$ cat config.mk
export PLATFORM = sky130hd
export DESIGN_NAME = ext_bus_wait_seq
export DESIGN_NICKNAME = d
export VERILOG_FILES = /design/src/rtl/ext_bus_wait_pkg.sv /design/src/rtl/ext_bus_area_sel.sv /design/src/rtl/ext_bus_wait_sampler.sv /design/src/rtl/ext_bus_seq_fsm.sv /design/src/rtl/ext_bus_wait_seq.sv
export SDC_FILE = /design/constraint.sdc
export NUM_CORES = 1
export LEC_CHECK = 0
export ABC_AREA = 1
export BUFFER_PORTS_ARGS = -buffer_cell sky130_fd_sc_hd__buf_2
export CAP_MARGIN = 10
export CORE_MARGIN = 4
export CORE_UTILIZATION = 53
export CTS_CLUSTER_DIAMETER = 30
export DETAILED_ROUTE_END_ITERATION = 10
export PLACE_DENSITY = 0.82
export SYNTH_ARGS = -nofsm -noshare
export SYNTH_HDL_FRONTEND = slang
export SYNTH_HIERARCHICAL = 1
export SYNTH_SLANG_ARGS = --single-unit
$ cat constraint.sdc
create_clock -name clk_i -period 2.7 [get_ports clk_i]
set_input_delay 0.135 -clock clk_i [delete_from_list [all_inputs] [get_ports clk_i]]
set_output_delay 0.135 -clock clk_i [all_outputs]
set_load 0.02 [all_outputs]
$ cat src/rtl/ext_bus_wait_pkg.sv
package ext_bus_wait_pkg;
  typedef enum logic [2:0] {
    S_IDLE, S_T1, S_T2, S_TW, S_T3, S_T4, S_T5
  } bus_state_e;

  localparam logic [1:0] MODE_PROG  = 2'd0;
  localparam logic [1:0] MODE_PIN   = 2'd1;
  localparam logic [1:0] MODE_BOTH  = 2'd2;
endpackage

$ cat src/rtl/ext_bus_area_sel.sv
module ext_bus_area_sel #(
  parameter int N_AREA = 3,
  parameter int WC_W   = 2,
  localparam int AREA_W = (N_AREA > 1) ? $clog2(N_AREA + 1) : 1
) (
  input  logic [AREA_W-1:0]      area_i,
  input  logic [N_AREA*WC_W-1:0] fields_i,
  output logic [WC_W-1:0]        wc_o
);
  // unmapped area codes fall back to area 0
  always_comb begin
    wc_o = fields_i[WC_W-1:0];
    for (int a = 1; a < N_AREA; a++) begin
      if (area_i == AREA_W'(a)) wc_o = fields_i[a*WC_W +: WC_W];
    end
  end
endmodule

$ cat src/rtl/ext_bus_wait_sampler.sv
module ext_bus_wait_sampler (
  input  logic clk_i,
  input  logic rst_ni,
  input  logic wait_ni,
  output logic wait_low_o
);
  logic wait_q;

  always_ff @(negedge clk_i or negedge rst_ni) begin
    if (!rst_ni) wait_q <= 1'b1;
    else         wait_q <= wait_ni;
  end

  assign wait_low_o = ~wait_q;
endmodule

$ cat src/rtl/ext_bus_seq_fsm.sv
module ext_bus_seq_fsm
  import ext_bus_wait_pkg::*;
#(
  parameter int WC_W = 2
) (
  input  logic            clk_i,
  input  logic            rst_ni,
  input  logic            req_i,
  input  logic [WC_W-1:0] wc_i,
  input  logic            pin_en_i,
  input  logic            wait_low_i,
  output bus_state_e      state_o,
  output logic            accept_o
);
  bus_state_e      state_q, state_d;
  logic [WC_W-1:0] cnt_q;
  logic            pin_q;
  logic            cnt_zero;

  assign cnt_zero = (cnt_q == '0);
  assign accept_o = (state_q == S_IDLE) && req_i;

  always_comb begin
    state_d = state_q;
    unique case (state_q)
      S_IDLE:    if (req_i) state_d = S_T1;
      S_T1:      state_d = S_T2;
      S_T2, S_TW: begin
        if (!cnt_zero)                state_d = S_TW;
        else if (pin_q && wait_low_i) state_d = S_TW;
        else                          state_d = S_T3;
      end
      S_T3:      state_d = S_T4;
      S_T4:      state_d = S_T5;
      S_T5:      state_d = S_IDLE;
      default:   state_d = S_IDLE;
    endcase
  end

  always_ff @(posedge clk_i or negedge rst_ni) begin
    if (!rst_ni) begin
      state_q <= S_IDLE;
      cnt_q   <= '0;
      pin_q   <= 1'b0;
    end else begin
      state_q <= state_d;
      if (accept_o) begin
        cnt_q <= wc_i;
        pin_q <= pin_en_i;
      end else if ((state_q == S_T2 || state_q == S_TW) && !cnt_zero) begin
        cnt_q <= cnt_q - 1'b1;
      end
    end
  end

  assign state_o = state_q;
endmodule

$ cat src/rtl/ext_bus_wait_seq.sv
module ext_bus_wait_seq
  import ext_bus_wait_pkg::*;
#(
  parameter int ADDR_W = 16,
  parameter int N_AREA = 3,
  parameter int WC_W   = 2,
  localparam int AREA_W = (N_AREA > 1) ? $clog2(N_AREA + 1) : 1
) (
  input  logic                   clk_i,
  input  logic                   rst_ni,
  input  logic                   req_i,
  input  logic                   we_i,
  input  logic [ADDR_W-1:0]      addr_i,
  input  logic [ADDR_W-1:0]      wdata_i,
  input  logic [AREA_W-1:0]      area_i,
  input  logic [N_AREA*WC_W-1:0] wc_fields_i,
  input  logic [1:0]             mode_i,
  input  logic                   wait_ni,
  input  logic [ADDR_W-1:0]      ad_i,
  output logic                   ah_o,
  output logic                   rd_o,
  output logic                   wr_o,
  output logic                   ad_oe_o,
  output logic [ADDR_W-1:0]      ad_o,
  output logic [ADDR_W-1:0]      rdata_o,
  output logic                   done_o
);
  bus_state_e        state;
  logic              accept;
  logic [WC_W-1:0]   wc_sel;
  logic              wait_low;
  logic              pin_en;
  logic              we_q;
  logic [ADDR_W-1:0] addr_q, wdata_q, rdata_q;
  logic              addr_ph, strobe_ph, data_ph;

  assign pin_en = (mode_i == MODE_PIN) || (mode_i == MODE_BOTH);

  ext_bus_area_sel #(.N_AREA(N_AREA), .WC_W(WC_W)) u_area_sel (
    .area_i  (area_i),
    .fields_i(wc_fields_i),
    .wc_o    (wc_sel)
  );

  ext_bus_wait_sampler u_wait_smp (
    .clk_i     (clk_i),
    .rst_ni    (rst_ni),
    .wait_ni   (wait_ni),
    .wait_low_o(wait_low)
  );

  ext_bus_seq_fsm #(.WC_W(WC_W)) u_fsm (
    .clk_i     (clk_i),
    .rst_ni    (rst_ni),
    .req_i     (req_i),
    .wc_i      (wc_sel),
    .pin_en_i  (pin_en),
    .wait_low_i(wait_low),
    .state_o   (state),
    .accept_o  (accept)
  );

  always_ff @(posedge clk_i or negedge rst_ni) begin
    if (!rst_ni) begin
      we_q    <= 1'b0;
      addr_q  <= '0;
      wdata_q <= '0;
      rdata_q <= '0;
    end else begin
      if (accept) begin
        we_q    <= we_i;
        addr_q  <= addr_i;
        wdata_q <= wdata_i;
      end
      if (state == S_T4 && !we_q) rdata_q <= ad_i;
    end
  end

  assign addr_ph   = (state == S_T1) || (state == S_T2);
  assign strobe_ph = (state == S_T3) || (state == S_T4);
  assign data_ph   = strobe_ph || (state == S_T5);

  assign ah_o    = (state == S_T1);
  assign rd_o    = strobe_ph && !we_q;
  assign wr_o    = strobe_ph && we_q;
  assign ad_oe_o = addr_ph || (data_ph && we_q);
  assign ad_o    = addr_ph ? addr_q : wdata_q;
  assign done_o  = (state == S_T5);
  assign rdata_o = rdata_q;
endmodule

Word level (Yosys, flattened, before mapping)
Cells that the tools add are included.
W data, S select, Z words.
- register bits: 56
- add/subtract/negate cells: 1
- reductions and logical operators: 19
- mux-type cells: 9
- bitwise operators: 1
- equal/unequal tests: 11
- operators with widths (kind ; number):
    $mux W16 ; 1
    $pmux W3 S5 ; 1
    $eq A3 B3 Y1 const B ; 3
    $mux W3 ; 3
    $mux W2 ; 4
    $logic_and A1 B1 Y1 ; 7
    $eq A3 B2 Y1 const B ; 2
    $logic_or A1 B1 Y1 ; 6
    $eq A2 B1 Y1 const B ; 2
    $eq A2 B2 Y1 const B ; 2
    $eq A3 B1 Y1 const B ; 1
    $logic_not A3 Y1 ; 1
    $logic_not A1 Y1 ; 2
    $logic_not A2 Y1 ; 1
    $ne A2 B2 Y1 const B ; 1
    $reduce_bool A2 Y1 ; 1
    $reduce_or A2 Y1 ; 1
    $sub A2 B1 Y2 const B ; 1
    $not A1 Y1 ; 1

Longest topological paths before layout
- depth after elaboration: 5
- depth in mapped cells: 9
- mapped depth without buffers: 9

By module
Netlist, hierarchy kept.
- by module, submodules not included (module ; area each (µm²) ; instances ; cells each):
    ext_bus_wait_seq ; 2245.9 ; 1 ; 213
    ext_bus_seq_fsm ; 337.8 ; 1 ; 44
    ext_bus_area_sel ; 67.6 ; 1 ; 16
    ext_bus_wait_sampler ; 33.8 ; 1 ; 3

==> flow_summary.ini <==
[place]
io_buffers = 99
globalplace.congestion = 0.778
dp_hpwl_mm = 4.64

[sta]
headroom_to_the_max_slew_limit_pct = 56.0
hold_viol = 55
setup_violations = 0
final-max-slew-violation-count = 0
holdWs_ns = -0.0415
setup_tns_ns = 0
grt_setup_unrepaired = no
max_slew.worst_pin.slew_ns = 0.660
finClkSkew_ns = 0.0493

[critical_path]
critical-path-slowest-cell = sky130_fd_sc_hd__dfstp_2
regToRegStartpoint = u_wait_smp/wait_q
critPathBufInv = 2
critical_path.top_delay_family = flip-flops
reg2regPathDepth = 7
cp_data_required_time_ns = 2.92
worst_path_largest_cell_delay_ns = 0.50
crit_path_cell_trace = inv_1, nand2_1, nand2_1, nand2_1, nand2_1, o21ai_1, inv_1
path_common_cell = sky130_fd_sc_hd__nand2_1
timing.reg2reg.setup_slack_ns = 0.31
arrival_time_at_the_worst_endpoint_ns = 2.61
path_depth = 7
regToRegEndpoint = u_fsm/state_o[0]
cp-start-kind = flip-flop
critical_path_class = flip-flop to flip-flop
critPathCaptureType = flip-flop
critPathMaxFanout = 2

[power]
power.clock.fraction_pct = 12.8
power.net_switching_uw = 1980
irDropWorstVdd_uv = 672
power.static_leakage_uw = 0.00178
pwr-share-seq_pct = 34.8
sw_frac_of_total_pct = 45.2
comb_power_share_pct = 52.5
power_report.internal_total_uw = 2400
power_density_nw_per_um2 = 1320

[routing]
wl_mm = 6.27
number_of_drc_violations_after_detailed_routing_iteration_0 = 139
detail-route-antenna-nets = 0
first_pass_iters = 4
drc = 0
avgViaCountPerCell = 5.19
vias = 2283
routed_wire_length_per_instance_um = 14.3

[clocking]
ctsHoldBuffers = 0
ctsHtreeMaxLevel = 2
postCtsSetupRepairBufs = 0
cts_max_path_buffers = 2
clock-sinks = 56
cts-root-buf = sky130_fd_sc_hd__clkbuf_8
post_cts.resized_instances = 0
cts_made_buffers = 5
cts_tree = built
clk_pin_slew_worst_paths_ns = 0.10
clock_insertion_delay_worst_skew_ns = 0.36

[logic_synthesis]
yosysSeqAreaShare_pct = 52.2
synthesis.nets = 340
largest_family_of_logic_cells_by_synthesized_area = simple AND/OR/NAND/NOR gates
synth_top_area_share_pct = 51.3
synth_area_in_adders_pct = 0.466
syn-cell-area_um2 = 2690
synth_seq_cells = 56
synth-simple-area-share_pct = 26.6
compound_gate_fraction_of_synth_area_pct = 0.746
post_synth.cell_area_avg_um2 = 9.73
synth_top_cells_by_area = sky130_fd_sc_hd__dfrtp_1 51%, sky130_fd_sc_hd__mux2_2 13%, sky130_fd_sc_hd__nand2_1 10%, sky130_fd_sc_hd__nand3_1 8.4%, sky130_fd_sc_hd__nand4_1 4.2%
synth-xor-area-share_pct = 0.326
cells_after_synth = 276
synth_largest_area_cell = sky130_fd_sc_hd__dfrtp_1
synthMuxAreaShare_pct = 13.4
synth_cell_type_count = 24
synth.yosys.warnings = 6

[finish]
final_cell_mix = 99 x sky130_fd_sc_hd__buf_2, 73 x sky130_fd_sc_hd__nand2_1, 55 x sky130_fd_sc_hd__dfrtp_1, 45 x sky130_fd_sc_hd__nand3_1, 32 x sky130_fd_sc_hd__mux2_2
diodes = 0
areaGrowthSynthToFinish_pct = 23.7
layout.cells.most_common = sky130_fd_sc_hd__buf_2
seq_area_um2 = 1400
nNetsFinal = 436
share_of_post_route_cells_with_drive_strength_above_1_pct = 42.1
multiInputGateArea_um2 = 1110
finalCoreUtilization_pct = 68.9
fillCellCount = 411

[grt]
grt_start_max_net_pins = 56
globalRouteOverflowTotal = 0
initial_antenna_violation_count = 0
groute.usage.overall_pct = 20.8
grt_pass1_vias = 2240
global_route_wire_length_before_repair_mm = 10.3

[floorplan]
rows = 25
chipHeight_um = 79.2
initial_utilization_pct = 55.7
die-width_um = 79.2
fp.dieArea_um2 = 6270
core_region_area_um2 = 4820
boundaryPins = 100

[job]
max_cap_violations = 0

[status]
failed_checks = hold timing
run_status = finished with violations

[min_path]
hold_class = input pin to asynchronous set/reset pin
==> Yosys cell counts <==
library cell / n
sky130_fd_sc_hd__nand2_1: 73
sky130_fd_sc_hd__a21oi_1: 1
sky130_fd_sc_hd__nand4_1: 18
sky130_fd_sc_hd__nand2_2: 1
sky130_fd_sc_hd__buf_4: 6
sky130_fd_sc_hd__nor2_4: 3
sky130_fd_sc_hd__o21ai_1: 1
sky130_fd_sc_hd__inv_1: 15
sky130_fd_sc_hd__xor2_1: 1
sky130_fd_sc_hd__nand4_2: 1
sky130_fd_sc_hd__clkbuf_1: 2
sky130_fd_sc_hd__clkinv_1: 1
sky130_fd_sc_hd__buf_2: 5
sky130_fd_sc_hd__nand3_1: 45
sky130_fd_sc_hd__nand3_4: 1
sky130_fd_sc_hd__nand3_2: 2
sky130_fd_sc_hd__dfrtp_1: 55
sky130_fd_sc_hd__nor2_1: 3
sky130_fd_sc_hd__buf_6: 1
sky130_fd_sc_hd__mux2_2: 32
sky130_fd_sc_hd__ha_1: 1
sky130_fd_sc_hd__dfstp_2: 1
sky130_fd_sc_hd__o21ai_0: 2
sky130_fd_sc_hd__inv_2: 5
==> final cells by class <==
class,instances,area share (%)
timing repair buffer,103,15.8
tap,67,2.52
clock buffer,5,2.07
multi-input combinational,185,33.6
sequential,56,42.2
inverter,20,2.26
clock inverter,4,1.51
==> per-layer routing <==
layer  GRT usage (%)  share of wire [%]  wire length, µm
met1            26.2                 41             2590
met2            34.6                 50             3120
met3            6.01                7.1              447
met4            6.36                1.7              107
met5               0                  0                0
==> flip-flops by register name, indices dropped and copies added (netlist names) <==
| register | flops |
|---|---|
| u_wait_smp/wait_q | 1 |
| addr_q | 16 |
| rdata_o | 16 |
| we_q | 1 |
| u_fsm/state_o | 3 |
| wdata_q | 16 |
| u_fsm/cnt_q | 2 |
| u_fsm/pin_q | 1 |
==> metrics by stage <==
stage	total power [µW]	std cells	area, µm²	setup WS [ns]
6_report	4380	440	3320	0.310
5_1_grt	4730	440	3320	0.206
4_1_cts	4430	440	3320	0.320
3_5_place_dp	3870	432	3210	0.360
3_3_place_gp	3790	432	3210	0.383
2_1_floorplan	3190	276	2690	0.404
==> cells by family (layout without fill, tap and decap cells) <==
logic type	count (synthesis)	in the layout
XOR/XNOR	1	1
adder cells (fa/ha/maj)	1	1
buffers and inverters	35	132
AND/OR/NAND/NOR	147	147
multiplexers	32	32
AO/OA/AOI/OAI	4	4
flip-flops	56	56
==> power by group through the flow <==
stage | registers (µW) | logic [µW] | clock network (µW)
2_1_floorplan | 1640 | 1550 | 4.63
3_3_place_gp | 1510 | 2280 | 4.63
3_5_place_dp | 1540 | 2320 | 4.63
4_1_cts | 1520 | 2330 | 573
5_1_grt | 1580 | 2540 | 608
6_report | 1520 | 2300 | 559
==> how the worst max path moves through the flow <==
stage,from,end,slack (ns)
after global placement,u_wait_smp/wait_q,u_fsm/state_o[0],0.38
after detailed placement,u_wait_smp/wait_q,u_fsm/state_o[0],0.36
after CTS,u_wait_smp/wait_q,u_fsm/state_o[0],0.32
after global routing,u_wait_smp/wait_q,u_fsm/state_o[0],0.21
after floorplan,u_wait_smp/wait_q,u_fsm/state_o[0],0.40
final,u_wait_smp/wait_q,u_fsm/state_o[0],0.31
No activity file was read; power rests on OpenSTA's default activity.
